### src/rtl/io_win_pkg.sv
package io_win_pkg;
  typedef enum logic [2:0] {
    SEL_BASE     = 3'd0,
    SEL_LIMIT    = 3'd1,
    SEL_BASE_UP  = 3'd2,
    SEL_LIMIT_UP = 3'd3,
    SEL_CMD      = 3'd4
  } cfg_sel_e;
endpackage

### src/rtl/io_win_regs.sv
module io_win_regs
  import io_win_pkg::*;
#(
  parameter bit          IO_SUPPORT = 1'b1,
  parameter int unsigned UP_W       = 16,
  parameter int unsigned NIB_W      = 4
) (
  input  logic             clk_i,
  input  logic             rst_ni,
  input  logic             we_i,
  input  cfg_sel_e         wsel_i,
  input  logic [UP_W-1:0]  wdata_i,
  input  cfg_sel_e         rsel_i,
  output logic [UP_W-1:0]  rdata_o,
  output logic [NIB_W-1:0] base_nib_o,
  output logic [NIB_W-1:0] limit_nib_o,
  output logic [UP_W-1:0]  base_up_o,
  output logic [UP_W-1:0]  limit_up_o,
  output logic             io_en_o
);
  localparam int unsigned BYTE_W = 2 * NIB_W;
  localparam logic [NIB_W-1:0] CAP32 = NIB_W'(1);

  logic [BYTE_W-1:0] base_rd, limit_rd;

  generate
    if (IO_SUPPORT) begin : g_io
      logic [NIB_W-1:0] base_q, limit_q;
      logic [UP_W-1:0]  base_up_q, limit_up_q;
      logic             io_en_q;

      always_ff @(posedge clk_i or negedge rst_ni) begin
        if (!rst_ni) begin
          base_q     <= '0;
          limit_q    <= '0;
          base_up_q  <= '0;
          limit_up_q <= '0;
          io_en_q    <= 1'b0;
        end else if (we_i) begin
          unique case (wsel_i)
            SEL_BASE:     base_q     <= wdata_i[BYTE_W-1:NIB_W];
            SEL_LIMIT:    limit_q    <= wdata_i[BYTE_W-1:NIB_W];
            SEL_BASE_UP:  base_up_q  <= wdata_i;
            SEL_LIMIT_UP: limit_up_q <= wdata_i;
            SEL_CMD:      io_en_q    <= wdata_i[0];
            default: ;
          endcase
        end
      end

      assign base_nib_o  = base_q;
      assign limit_nib_o = limit_q;
      assign base_up_o   = base_up_q;
      assign limit_up_o  = limit_up_q;
      assign io_en_o     = io_en_q;
      assign base_rd     = {base_q, CAP32};
      assign limit_rd    = {limit_q, CAP32};


      base_wr_chk: assert property (@(posedge clk_i) disable iff (!rst_ni)
        (we_i && wsel_i == SEL_BASE) |=> base_nib_o == $past(wdata_i[BYTE_W-1:NIB_W]));

      limit_wr_chk: assert property (@(posedge clk_i) disable iff (!rst_ni)
        (we_i && wsel_i == SEL_LIMIT) |=> limit_nib_o == $past(wdata_i[BYTE_W-1:NIB_W]));
    end else begin : g_no_io
      // registers hard-wired to zero, writes dropped
      assign base_nib_o  = '0;
      assign limit_nib_o = '0;
      assign base_up_o   = '0;
      assign limit_up_o  = '0;
      assign io_en_o     = 1'b0;
      assign base_rd     = '0;
      assign limit_rd    = '0;
    end
  endgenerate

  always_comb begin
    rdata_o = '0;
    unique case (rsel_i)
      SEL_BASE:     rdata_o = UP_W'(base_rd);
      SEL_LIMIT:    rdata_o = UP_W'(limit_rd);
      SEL_BASE_UP:  rdata_o = base_up_o;
      SEL_LIMIT_UP: rdata_o = limit_up_o;
      SEL_CMD:      rdata_o = UP_W'(io_en_o);
      default:      rdata_o = '0;
    endcase
  end
endmodule

### src/rtl/io_win_cmp.sv
module io_win_cmp #(
  parameter int unsigned UP_W   = 16,
  parameter int unsigned NIB_W  = 4,
  parameter int unsigned GRAN_W = 12,
  localparam int unsigned PG_W   = UP_W + NIB_W,
  localparam int unsigned ADDR_W = PG_W + GRAN_W
) (
  input  logic              clk_i,
  input  logic              rst_ni,
  input  logic              valid_i,
  input  logic [ADDR_W-1:0] addr_i,
  input  logic [NIB_W-1:0]  base_nib_i,
  input  logic [NIB_W-1:0]  limit_nib_i,
  input  logic [UP_W-1:0]   base_up_i,
  input  logic [UP_W-1:0]   limit_up_i,
  input  logic              io_en_i,
  output logic              claim_o
);
  logic [ADDR_W-1:0] lo_addr, hi_addr;
  logic              hit, claim_q;

  assign lo_addr = {base_up_i, base_nib_i, {GRAN_W{1'b0}}};
  assign hi_addr = {limit_up_i, limit_nib_i, {GRAN_W{1'b1}}};
  // inverted window gives lo > hi, so no address satisfies both bounds
  assign hit = (addr_i >= lo_addr) && (addr_i <= hi_addr);

  always_ff @(posedge clk_i or negedge rst_ni) begin
    if (!rst_ni) claim_q <= 1'b0;
    else         claim_q <= valid_i && io_en_i && hit;
  end

  assign claim_o = claim_q;


  io_en_gate_chk: assert property (@(posedge clk_i) disable iff (!rst_ni)
    claim_o |-> $past(io_en_i));

  claim_valid_chk: assert property (@(posedge clk_i) disable iff (!rst_ni)
    claim_o |-> $past(valid_i));

  inverted_win_chk: assert property (@(posedge clk_i) disable iff (!rst_ni)
    claim_o |-> ($past({limit_up_i, limit_nib_i}) >= $past({base_up_i, base_nib_i})));

  page_bounds_chk: assert property (@(posedge clk_i) disable iff (!rst_ni)
    claim_o |-> ($past(addr_i[ADDR_W-1:GRAN_W]) >= $past({base_up_i, base_nib_i}) &&
                 $past(addr_i[ADDR_W-1:GRAN_W]) <= $past({limit_up_i, limit_nib_i})));
endmodule

### src/rtl/io_win_decoder.sv
module io_win_decoder
  import io_win_pkg::*;
#(
  parameter bit          IO_SUPPORT = 1'b1,
  parameter int unsigned UP_W       = 16,
  parameter int unsigned NIB_W      = 4,
  parameter int unsigned GRAN_W     = 12,
  localparam int unsigned ADDR_W    = UP_W + NIB_W + GRAN_W
) (
  input  logic              clk_i,
  input  logic              rst_ni,
  input  logic              cfg_we_i,
  input  logic [2:0]        cfg_wsel_i,
  input  logic [UP_W-1:0]   cfg_wdata_i,
  input  logic [2:0]        cfg_rsel_i,
  output logic [UP_W-1:0]   cfg_rdata_o,
  input  logic              addr_valid_i,
  input  logic [ADDR_W-1:0] addr_i,
  output logic              claim_o
);
  logic [NIB_W-1:0] base_nib, limit_nib;
  logic [UP_W-1:0]  base_up, limit_up;
  logic             io_en;

  io_win_regs #(
    .IO_SUPPORT(IO_SUPPORT),
    .UP_W      (UP_W),
    .NIB_W     (NIB_W)
  ) u_regs (
    .clk_i      (clk_i),
    .rst_ni     (rst_ni),
    .we_i       (cfg_we_i),
    .wsel_i     (cfg_sel_e'(cfg_wsel_i)),
    .wdata_i    (cfg_wdata_i),
    .rsel_i     (cfg_sel_e'(cfg_rsel_i)),
    .rdata_o    (cfg_rdata_o),
    .base_nib_o (base_nib),
    .limit_nib_o(limit_nib),
    .base_up_o  (base_up),
    .limit_up_o (limit_up),
    .io_en_o    (io_en)
  );

  io_win_cmp #(
    .UP_W  (UP_W),
    .NIB_W (NIB_W),
    .GRAN_W(GRAN_W)
  ) u_cmp (
    .clk_i      (clk_i),
    .rst_ni     (rst_ni),
    .valid_i    (addr_valid_i),
    .addr_i     (addr_i),
    .base_nib_i (base_nib),
    .limit_nib_i(limit_nib),
    .base_up_i  (base_up),
    .limit_up_i (limit_up),
    .io_en_i    (io_en),
    .claim_o    (claim_o)
  );
endmodule

### config.mk
export PLATFORM = sky130hd
export DESIGN_NAME = io_win_decoder
export DESIGN_NICKNAME = d
export VERILOG_FILES = /design/src/rtl/io_win_pkg.sv /design/src/rtl/io_win_regs.sv /design/src/rtl/io_win_cmp.sv /design/src/rtl/io_win_decoder.sv
export SDC_FILE = /design/constraint.sdc
export NUM_CORES = 1
export LEC_CHECK = 0
export BUFFER_PORTS_ARGS = -buffer_cell sky130_fd_sc_hd__clkbuf_2
export CORE_UTILIZATION = 30
export CTS_BUF_LIST = sky130_fd_sc_hd__clkbuf_16
export CTS_CLUSTER_SIZE = 8
export DETAILED_ROUTE_END_ITERATION = 7
export HOLD_SLACK_MARGIN = 0.06
export SETUP_SLACK_MARGIN = 0.3
export SYNTH_ARGS = -nofsm -noshare
export SYNTH_HDL_FRONTEND = slang
export SYNTH_SLANG_ARGS = --single-unit
export TNS_END_PERCENT = 10
### constraint.sdc
create_clock -name clk_i -period 4.5 [get_ports clk_i]
set_input_delay 0.45 -clock clk_i [delete_from_list [all_inputs] [get_ports clk_i]]
set_output_delay 0.45 -clock clk_i [all_outputs]
set_load 0.02 [all_outputs]
==> qor.json, run 1 <==
{
  "clock_tree": {
    "clkSlewWorstSetupHoldPaths_ns": 0.06,
    "cts_tree": "done",
    "post_cts_buffers": 0,
    "cts_max_path_buffers": 2,
    "cts.hold.buffers_added": 0,
    "cts_resized": 0,
    "htree_num_levels": 2,
    "clock-root-buffer": "sky130_fd_sc_hd__clkbuf_16",
    "clock_sink_count": 42,
    "number_of_buffers_inserted_during_clock_tree_synthesis": 5,
    "worstSkewPairLatency_ns": 0.28
  },
  "layout": {
    "fin_nets": 483,
    "final_layout_size_suffix_gt1_share_pct": 27.98,
    "instances_no_fill": 515,
    "antenna-diode-count": 0,
    "syn2layout_area_growth_pct": 22.51,
    "fin_area_sq_mm": 0.003582,
    "filler_cells_inserted": 966
  },
  "placement": {
    "placedInstanceArea_sq_mm": 0.003416,
    "dp_hpwl_um": 5897,
    "placed_cells": 507,
    "port_buffers": 74,
    "finalWeightedCongestion": 0.7936
  },
  "die": {
    "die_width_um": 100.7,
    "boundary_pin_count": 75,
    "floorplan.die_area_sq_mm": 0.01015,
    "core_area_sq_mm": 0.009328,
    "die_height_um": 100.7,
    "floorplan.initialDensity_pct": 31.35,
    "num_rows": 35
  },
  "global_routing": {
    "grt_first_pass_wirelength_um": 12220,
    "antenna_found_initial": 0,
    "first_global_vias": 2523,
    "grt_start_max_net_pins": 43,
    "groute.usage.overall_pct": 15.65,
    "grt_overflow": 0
  },
  "pwr": {
    "p_switching_mw": 0.4315,
    "internal_power_mw": 0.9105,
    "pwr-share-seq_pct": 38.0,
    "ir_drop_mv": 0.1608,
    "sw_frac_of_total_pct": 32.15,
    "power.static_leakage_nw": 1.793,
    "p_comb_share_pct": 31.5,
    "clock_power_share_pct": 30.5,
    "power_density_mw_per_mm2": 374.6,
    "design_power_total_mw": 1.342
  },
  "yosys": {
    "synth.net_count": 410,
    "synth_seq_cells": 42,
    "avgSynthCellArea_sq_um": 9.372,
    "synthesis.instances": 312,
    "synth_cell_types": 37,
    "proportion_of_synthesized_chip_area_in_sequential_cells_pct": 35.94,
    "synth-warning-count": 0,
    "synth.cell_area_sq_mm": 0.002924
  },
  "critical_path": {
    "cp_data_arrival_time_ns": 1.85,
    "critical_path.startpoint_type": "input pin",
    "critical_path_peak_fanout": 17,
    "req_time_crit_path_ns": 4.05,
    "end_kind": "output port",
    "path_class": "in -> out"
  },
  "timing": {
    "relative_slew_slack_pct": 23.10,
    "tightest_slew_ns": 1.152,
    "max_clock_freq_mhz": 435.6,
    "slew_violations": 0,
    "finalSetupViolations": 0,
    "final_worst_path_period_need_ns": 2.296,
    "worst_clock_skew_ns": 0.003385,
    "setup_repair_after_global_routing_missed_its_margin": "false",
    "layout_worst_path_cycle_share_pct": 51.01,
    "hold_violations": 0,
    "final.setup.tns_ns": 0
  },
  "detailed_routing": {
    "first_pass_iters": 4,
    "route.vias.total": 2427,
    "number_of_nets_with_antenna_violations_after_detailed_routing": 0,
    "route.final.wire_length_um": 7587,
    "dr.first_iter.drc_count": 64,
    "routed_wire_length_per_instance_um": 14.73,
    "post-route-drc-count": 0,
    "avgViaCountPerCell": 4.713
  },
  "outcome": {
    "status": "finished clean"
  },
  "flow_run": {
    "max-cap-violations": 0
  },
  "worst_hold_path": {
    "hold_class": "in -> async"
  }
}
logic make-up (layout without fill, tap and decap cells):
group                    count (synthesis)  count (layout)  synth area share (%)
AO/OA/AOI/OAI                           60              60                 11.30
adder cells (fa/ha/maj)                 40              40                 17.12
buffers and inverters                   50             124                 6.761
flip-flops                              42              42                 35.94
multiplexers                            34              34                 14.12
AND/OR/NAND/NOR                         86              86                 14.76
Yosys cell counts (all sizes together):
cell type,number,area [sq um]
nand3,4,32.53
a22oi,1,7.510
nand4,7,43.79
nand2,41,153.9
mux4,4,90.09
a32oi,1,8.760
mux2,18,202.7
nor4,3,31.28
o21ai,30,150.1
a221o,1,10.01
o21a,1,7.510
nor2b,2,20.02
inv,42,157.7
o22ai,1,6.260
a21oi,20,100.1
and4,1,8.760
o31ai,1,7.510
ha,40,500.5
o2111ai,1,8.760
dfrtp,42,1051
and2,6,37.54
nor4b,1,15.01
nor3,1,5.000
a211oi,1,7.510
clkbuf,2,7.510
and4b,1,10.01
buf,6,32.53
o211ai,1,7.510
a41oi,1,8.760
mux2i,12,120.1
nor2,19,73.82
flip-flops by register name, indices dropped and copies added (netlist names):
name	flops
u_regs.base_up_o	16
u_regs.limit_up_o	16
u_regs.base_nib_o	4
u_regs.limit_nib_o	4
u_cmp.claim_o	1
u_regs.io_en_o	1
worst paths after layout:
path / slack, ns / depth (start not counted) / start / endpoint
min: 0.37 / 1 / rst_ni / u_regs.limit_up_o[12]
max: 2.20 / 4 / cfg_rsel_i[0] / cfg_rdata_o[5]
max in group asynchronous: 3.45 / 1 / rst_ni / u_regs.limit_nib_o[2]
min reg2reg: 0.52 / 1 / u_regs.base_nib_o[0] / u_regs.base_nib_o[0]
max reg2reg: 2.77 / 7 / u_regs.limit_nib_o[3] / u_cmp.claim_o
min in group clk_i: 0.38 / 3 / cfg_wdata_i[14] / u_regs.base_up_o[14]
layout by cell type (no fill, tap or decap), types with 2 or more instances in the layout:
| cell | count |
|---|---|
| sky130_fd_sc_hd__nand2_1 | 41 |
| sky130_fd_sc_hd__and2_1 | 6 |
| sky130_fd_sc_hd__nor2_1 | 18 |
| sky130_fd_sc_hd__mux2i_1 | 12 |
| sky130_fd_sc_hd__dfrtp_1 | 42 |
| sky130_fd_sc_hd__ha_1 | 40 |
| sky130_fd_sc_hd__clkbuf_16 | 5 |
| sky130_fd_sc_hd__nand4_1 | 7 |
| sky130_fd_sc_hd__mux4_2 | 4 |
| sky130_fd_sc_hd__a21oi_1 | 20 |
| sky130_fd_sc_hd__nand3_1 | 3 |
| sky130_fd_sc_hd__clkbuf_2 | 74 |
| sky130_fd_sc_hd__nor4_2 | 2 |
| sky130_fd_sc_hd__o21ai_0 | 30 |
| sky130_fd_sc_hd__mux2_2 | 17 |
| sky130_fd_sc_hd__inv_1 | 43 |
layer usage:
metal	global-route usage (%)	part of all wire [%]	up-vias
li1	-	-	1228
met1	20.12	48	1117
met2	26.45	46	72
met3	3.537	5.3	10
met4	4.236	1.4	0
met5	0	0	-
critical path, cell delays in order:
cell and delay [ns]:
sky130_fd_sc_hd__clkbuf_2 0.50, sky130_fd_sc_hd__mux4_2 0.58, sky130_fd_sc_hd__and2_1 0.17, sky130_fd_sc_hd__clkbuf_2 0.15
layout make-up:
| type | instances | area (sq um) | area share (%) |
|---|---|---|---|
| multi-input combinational | 220 | 1675 | 46.77 |
| sequential | 42 | 1051 | 29.34 |
| timing repair buffer | 74 | 370.4 | 10.34 |
| tap | 129 | 161.4 | 4.506 |
| inverter | 42 | 157.7 | 4.401 |
| clock buffer | 5 | 125.1 | 3.493 |
| clock inverter | 3 | 41.29 | 1.153 |
through the flow:
step | setup slack [ns] | hold slack [ns] | utilization (%)
5_1_grt | 2.141 | 0.3985 | 38.40
4_1_cts | 2.186 | 0.3773 | 38.40
2_1_floorplan | 2.660 | 0.1544 | -
3_3_place_gp | 2.180 | 0.5093 | 36.62
6_report | 2.204 | 0.3728 | 38.40
3_5_place_dp | 2.186 | 0.5118 | 36.62
power groups by stage:
stage	Combinational, mW	Sequential [mW]	Clock, mW
after floorplan	0.293	0.500	0
after global placement	0.411	0.513	0
after detailed placement	0.425	0.517	0
after CTS	0.429	0.510	0.423
after global routing	0.486	0.520	0.435
final	0.423	0.510	0.409
Note: power is estimated with default switching activity, not from simulation.
==> run 2, diff against run 1 <==
Clock period 4.5 ns to 2.1 ns, I/O delays scaled along.
==> run 2 against run 1 <==
  * Clock skew about the same
  * Core utilization grew 0.34 points
  * Setup slack lost 1.8 ns
  * Flip-flop and latch count is the same
  * Cell count rose by 0.78%
  * Sequential share of layout area is 0.25 points lower
  * Non-clock buffer count is 4 higher
  * Largest power group unchanged
  * Worst hold slack worse by 0.22 ns
  * Via count increased by 1.7%
  * Critical path type is now reg -> out
  * Die area is the same
  * Largest cell class unchanged
  * Sequential power grew 120%
==> qor.json, run 2 (same netlist as run 1, synthesis figures left out) <==
{
  "timing": {
    "final.setup.tns": {"value": 0, "unit": "ns", "change": "unchanged"},
    "setup_repair_after_global_routing_missed_its_margin": "false",
    "slew_violations": {"value": 0, "change": "unchanged"},
    "relative_slew_slack": {"value": 59.90, "unit": "%", "change": "+37 points"},
    "tightest_slew": {"value": 0.6014, "unit": "ns", "change": "-0.5508 ns"},
    "final_worst_path_period_need_ns": 1.671,
    "worst_clock_skew": {"value": 0.003486, "unit": "ns", "change": "+0.0001008 ns"},
    "hold_violations": {"value": 0, "change": "unchanged"},
    "hold-worst-slack": {"value": 0.1532, "unit": "ns", "change": "-0.2195 ns"},
    "layout_worst_path_cycle_share_pct": 79.55,
    "finalSetupViolations": {"value": 0, "change": "unchanged"},
    "max_clock_freq_mhz": 598.6
  },
  "global_routing": {
    "grt_overflow": {"value": 0, "change": "unchanged"},
    "grt_first_pass_wirelength": {"value": 12570, "unit": "um", "change": "+2.9%"},
    "antenna_found_initial": {"value": 0, "change": "unchanged"},
    "first_global_vias": {"value": 2607, "change": "+3.3%"},
    "grt_start_max_net_pins": {"value": 33, "change": "-23%"},
    "groute.usage.overall": {"value": 15.95, "unit": "%", "change": "+0.30 points"}
  },
  "pwr": {
    "power.static_leakage": {"value": 1.808, "unit": "nW", "change": "+0.83%"},
    "design_power_total": {"value": 2.741, "unit": "mW", "change": "+100%"},
    "ir_drop": {"value": 0.3290, "unit": "mV", "change": "+100%"},
    "power_density": {"value": 758.6, "unit": "mW/mm^2", "change": "+100%"}
  },
  "placement": {
    "port_buffers": {"value": 74, "change": "unchanged"},
    "dp_hpwl": {"value": 6083, "unit": "um", "change": "+3.2%"},
    "finalWeightedCongestion": {"value": 0.8492, "change": "+7.0%"},
    "placed_cells": {"value": 510, "change": "+0.59%"}
  },
  "layout": {
    "instances_no_fill": {"value": 519, "change": "+0.78%"},
    "most-common-layout-cells": "sky130_fd_sc_hd__clkbuf_2 (74), sky130_fd_sc_hd__inv_1 (43), sky130_fd_sc_hd__dfrtp_1 (42)",
    "mostFrequentLayoutCell": "sky130_fd_sc_hd__clkbuf_2",
    "filler_cells_inserted": {"value": 960, "change": "-0.62%"},
    "antenna-diode-count": {"value": 0, "change": "unchanged"},
    "syn2layout_area_growth_pct": 23.58,
    "final_layout_size_suffix_gt1_share": {"value": 28.97, "unit": "%", "change": "+1.0 points"},
    "fin_nets": {"value": 487, "change": "+0.83%"}
  },
  "die": {
    "die_height": {"value": 100.7, "unit": "um", "change": "unchanged"},
    "num_rows": {"value": 35, "change": "unchanged"},
    "core_area": {"value": 0.009328, "unit": "sq mm", "change": "unchanged"},
    "boundary_pin_count": {"value": 75, "change": "unchanged"},
    "die_width": {"value": 100.7, "unit": "um", "change": "unchanged"},
    "floorplan.die_area": {"value": 0.01015, "unit": "sq mm", "change": "unchanged"},
    "floorplan.initialDensity": {"value": 31.35, "unit": "%", "change": "unchanged"}
  },
  "detailed_routing": {
    "route.final.wire_length": {"value": 7515, "unit": "um", "change": "-0.95%"},
    "first_pass_iters": {"value": 4, "change": "unchanged"},
    "avgViaCountPerCell": {"value": 4.755, "change": "+0.91%"},
    "dr.first_iter.drc_count": {"value": 65, "change": "+1.6%"},
    "number_of_nets_with_antenna_violations_after_detailed_routing": {"value": 0, "change": "unchanged"},
    "post-route-drc-count": {"value": 0, "change": "unchanged"},
    "routed_wire_length_per_instance": {"value": 14.48, "unit": "um", "change": "-1.7%"},
    "route.vias.total": {"value": 2468, "change": "+1.7%"}
  },
  "outcome": {
    "status": "finished clean"
  },
  "clock_tree": {
    "post_cts_buffers": {"value": 0, "change": "unchanged"},
    "clkSlewWorstSetupHoldPaths": {"value": 0.06, "unit": "ns", "change": "about the same"},
    "number_of_buffers_inserted_during_clock_tree_synthesis": {"value": 5, "change": "unchanged"},
    "cts_max_path_buffers": {"value": 2, "change": "unchanged"},
    "worstSkewPairLatency": {"value": 0.28, "unit": "ns", "change": "about the same"},
    "clock_sink_count": {"value": 42, "change": "unchanged"},
    "clock-root-buffer": "sky130_fd_sc_hd__clkbuf_16",
    "htree_num_levels": {"value": 2, "change": "unchanged"},
    "cts_tree": "done"
  },
  "critical_path": {
    "critical_path.startpoint_type": "register",
    "req_time_crit_path": {"value": 1.89, "unit": "ns", "change": "-2.16 ns"},
    "end_kind": "output port",
    "path_class": "reg -> out",
    "cp_data_arrival_time": {"value": 1.46, "unit": "ns", "change": "-0.39 ns"},
    "critical_path_peak_fanout": {"value": 3, "change": "-14"}
  },
  "worst_hold_path": {
    "hold_class": "in -> reg"
  },
  "flow_run": {
    "max-cap-violations": {"value": 0, "change": "unchanged"}
  }
}
==> run 2: where the power goes <==
part | internal [mW] | leakage [nW] | switching, mW
combinational | 0.420 | 1.23 | 0.500
clock | 0.430 | 0.0724 | 0.296
sequential | 0.982 | 0.510 | 0.114
total | 1.83 | 1.81 | 0.910
==> run 2: cell type report <==
| type | instances | area (sq um) | share of cell area, % |
|---|---|---|---|
| clock buffer | 5 | 125.1 | 3.463 |
| clock inverter | 3 | 12.51 | 0.3463 |
| inverter | 42 | 157.7 | 4.363 |
| multi-input combinational | 220 | 1690 | 46.78 |
| sequential | 42 | 1051 | 29.09 |
| tap | 129 | 161.4 | 4.467 |
| timing repair buffer | 78 | 415.4 | 11.50 |
==> run 2: routing by layer <==
metal  vias up  share of wire [%]  wire [um]  GRT usage, %
li1       1233                  -          -             -
met1      1179                 48       3615         21.08
met2        54                 47       3558         27.61
met3         2                4.3        322         2.843
met4         0               0.25         19         2.676
met5         -                  0          0             0
==> run 2: critical path: stages (launching register included) <==
cell	delay (ns)
sky130_fd_sc_hd__dfrtp_1	0.39
sky130_fd_sc_hd__mux4_2	0.47
sky130_fd_sc_hd__and2_1	0.17
sky130_fd_sc_hd__clkbuf_2	0.15
==> run 2: worst paths after layout <==
kind | depth (start not counted) | slack, ns | end | from
worst max register to register | 7 | 0.43 | u_cmp.claim_o | u_regs.base_nib_o[2]
worst max-delay path | 3 | 0.43 | cfg_rdata_o[5] | u_regs.limit_up_o[5]
max in group asynchronous | 3 | 1.10 | u_regs.limit_nib_o[1] | rst_ni
min in group asynchronous | 2 | 0.47 | u_regs.base_up_o[13] | rst_ni
worst min-delay path | 3 | 0.15 | u_regs.base_up_o[2] | cfg_wdata_i[2]
worst min register to register | 1 | 0.53 | u_regs.base_nib_o[0] | u_regs.base_nib_o[0]
==> run 2: metrics by stage <==
stage | instance area [sq um] | worst slack, ns | utilization (%)
CTS | 3598 | 0.3970 | 38.58
detailed placement | 3451 | 0.4121 | 37.00
global placement | 3451 | 0.4568 | 37.00
floorplan | 2924 | 0.6333 | -
finish | 3613 | 0.4294 | 38.74
global route | 3613 | 0.3154 | 38.74
==> run 2: timing repair <==
action,CTS,global route
endpoints found under the hold margin,20,0
gates resized for setup,0,3
endpoints found under the setup margin,0,1
hold buffers,1,0
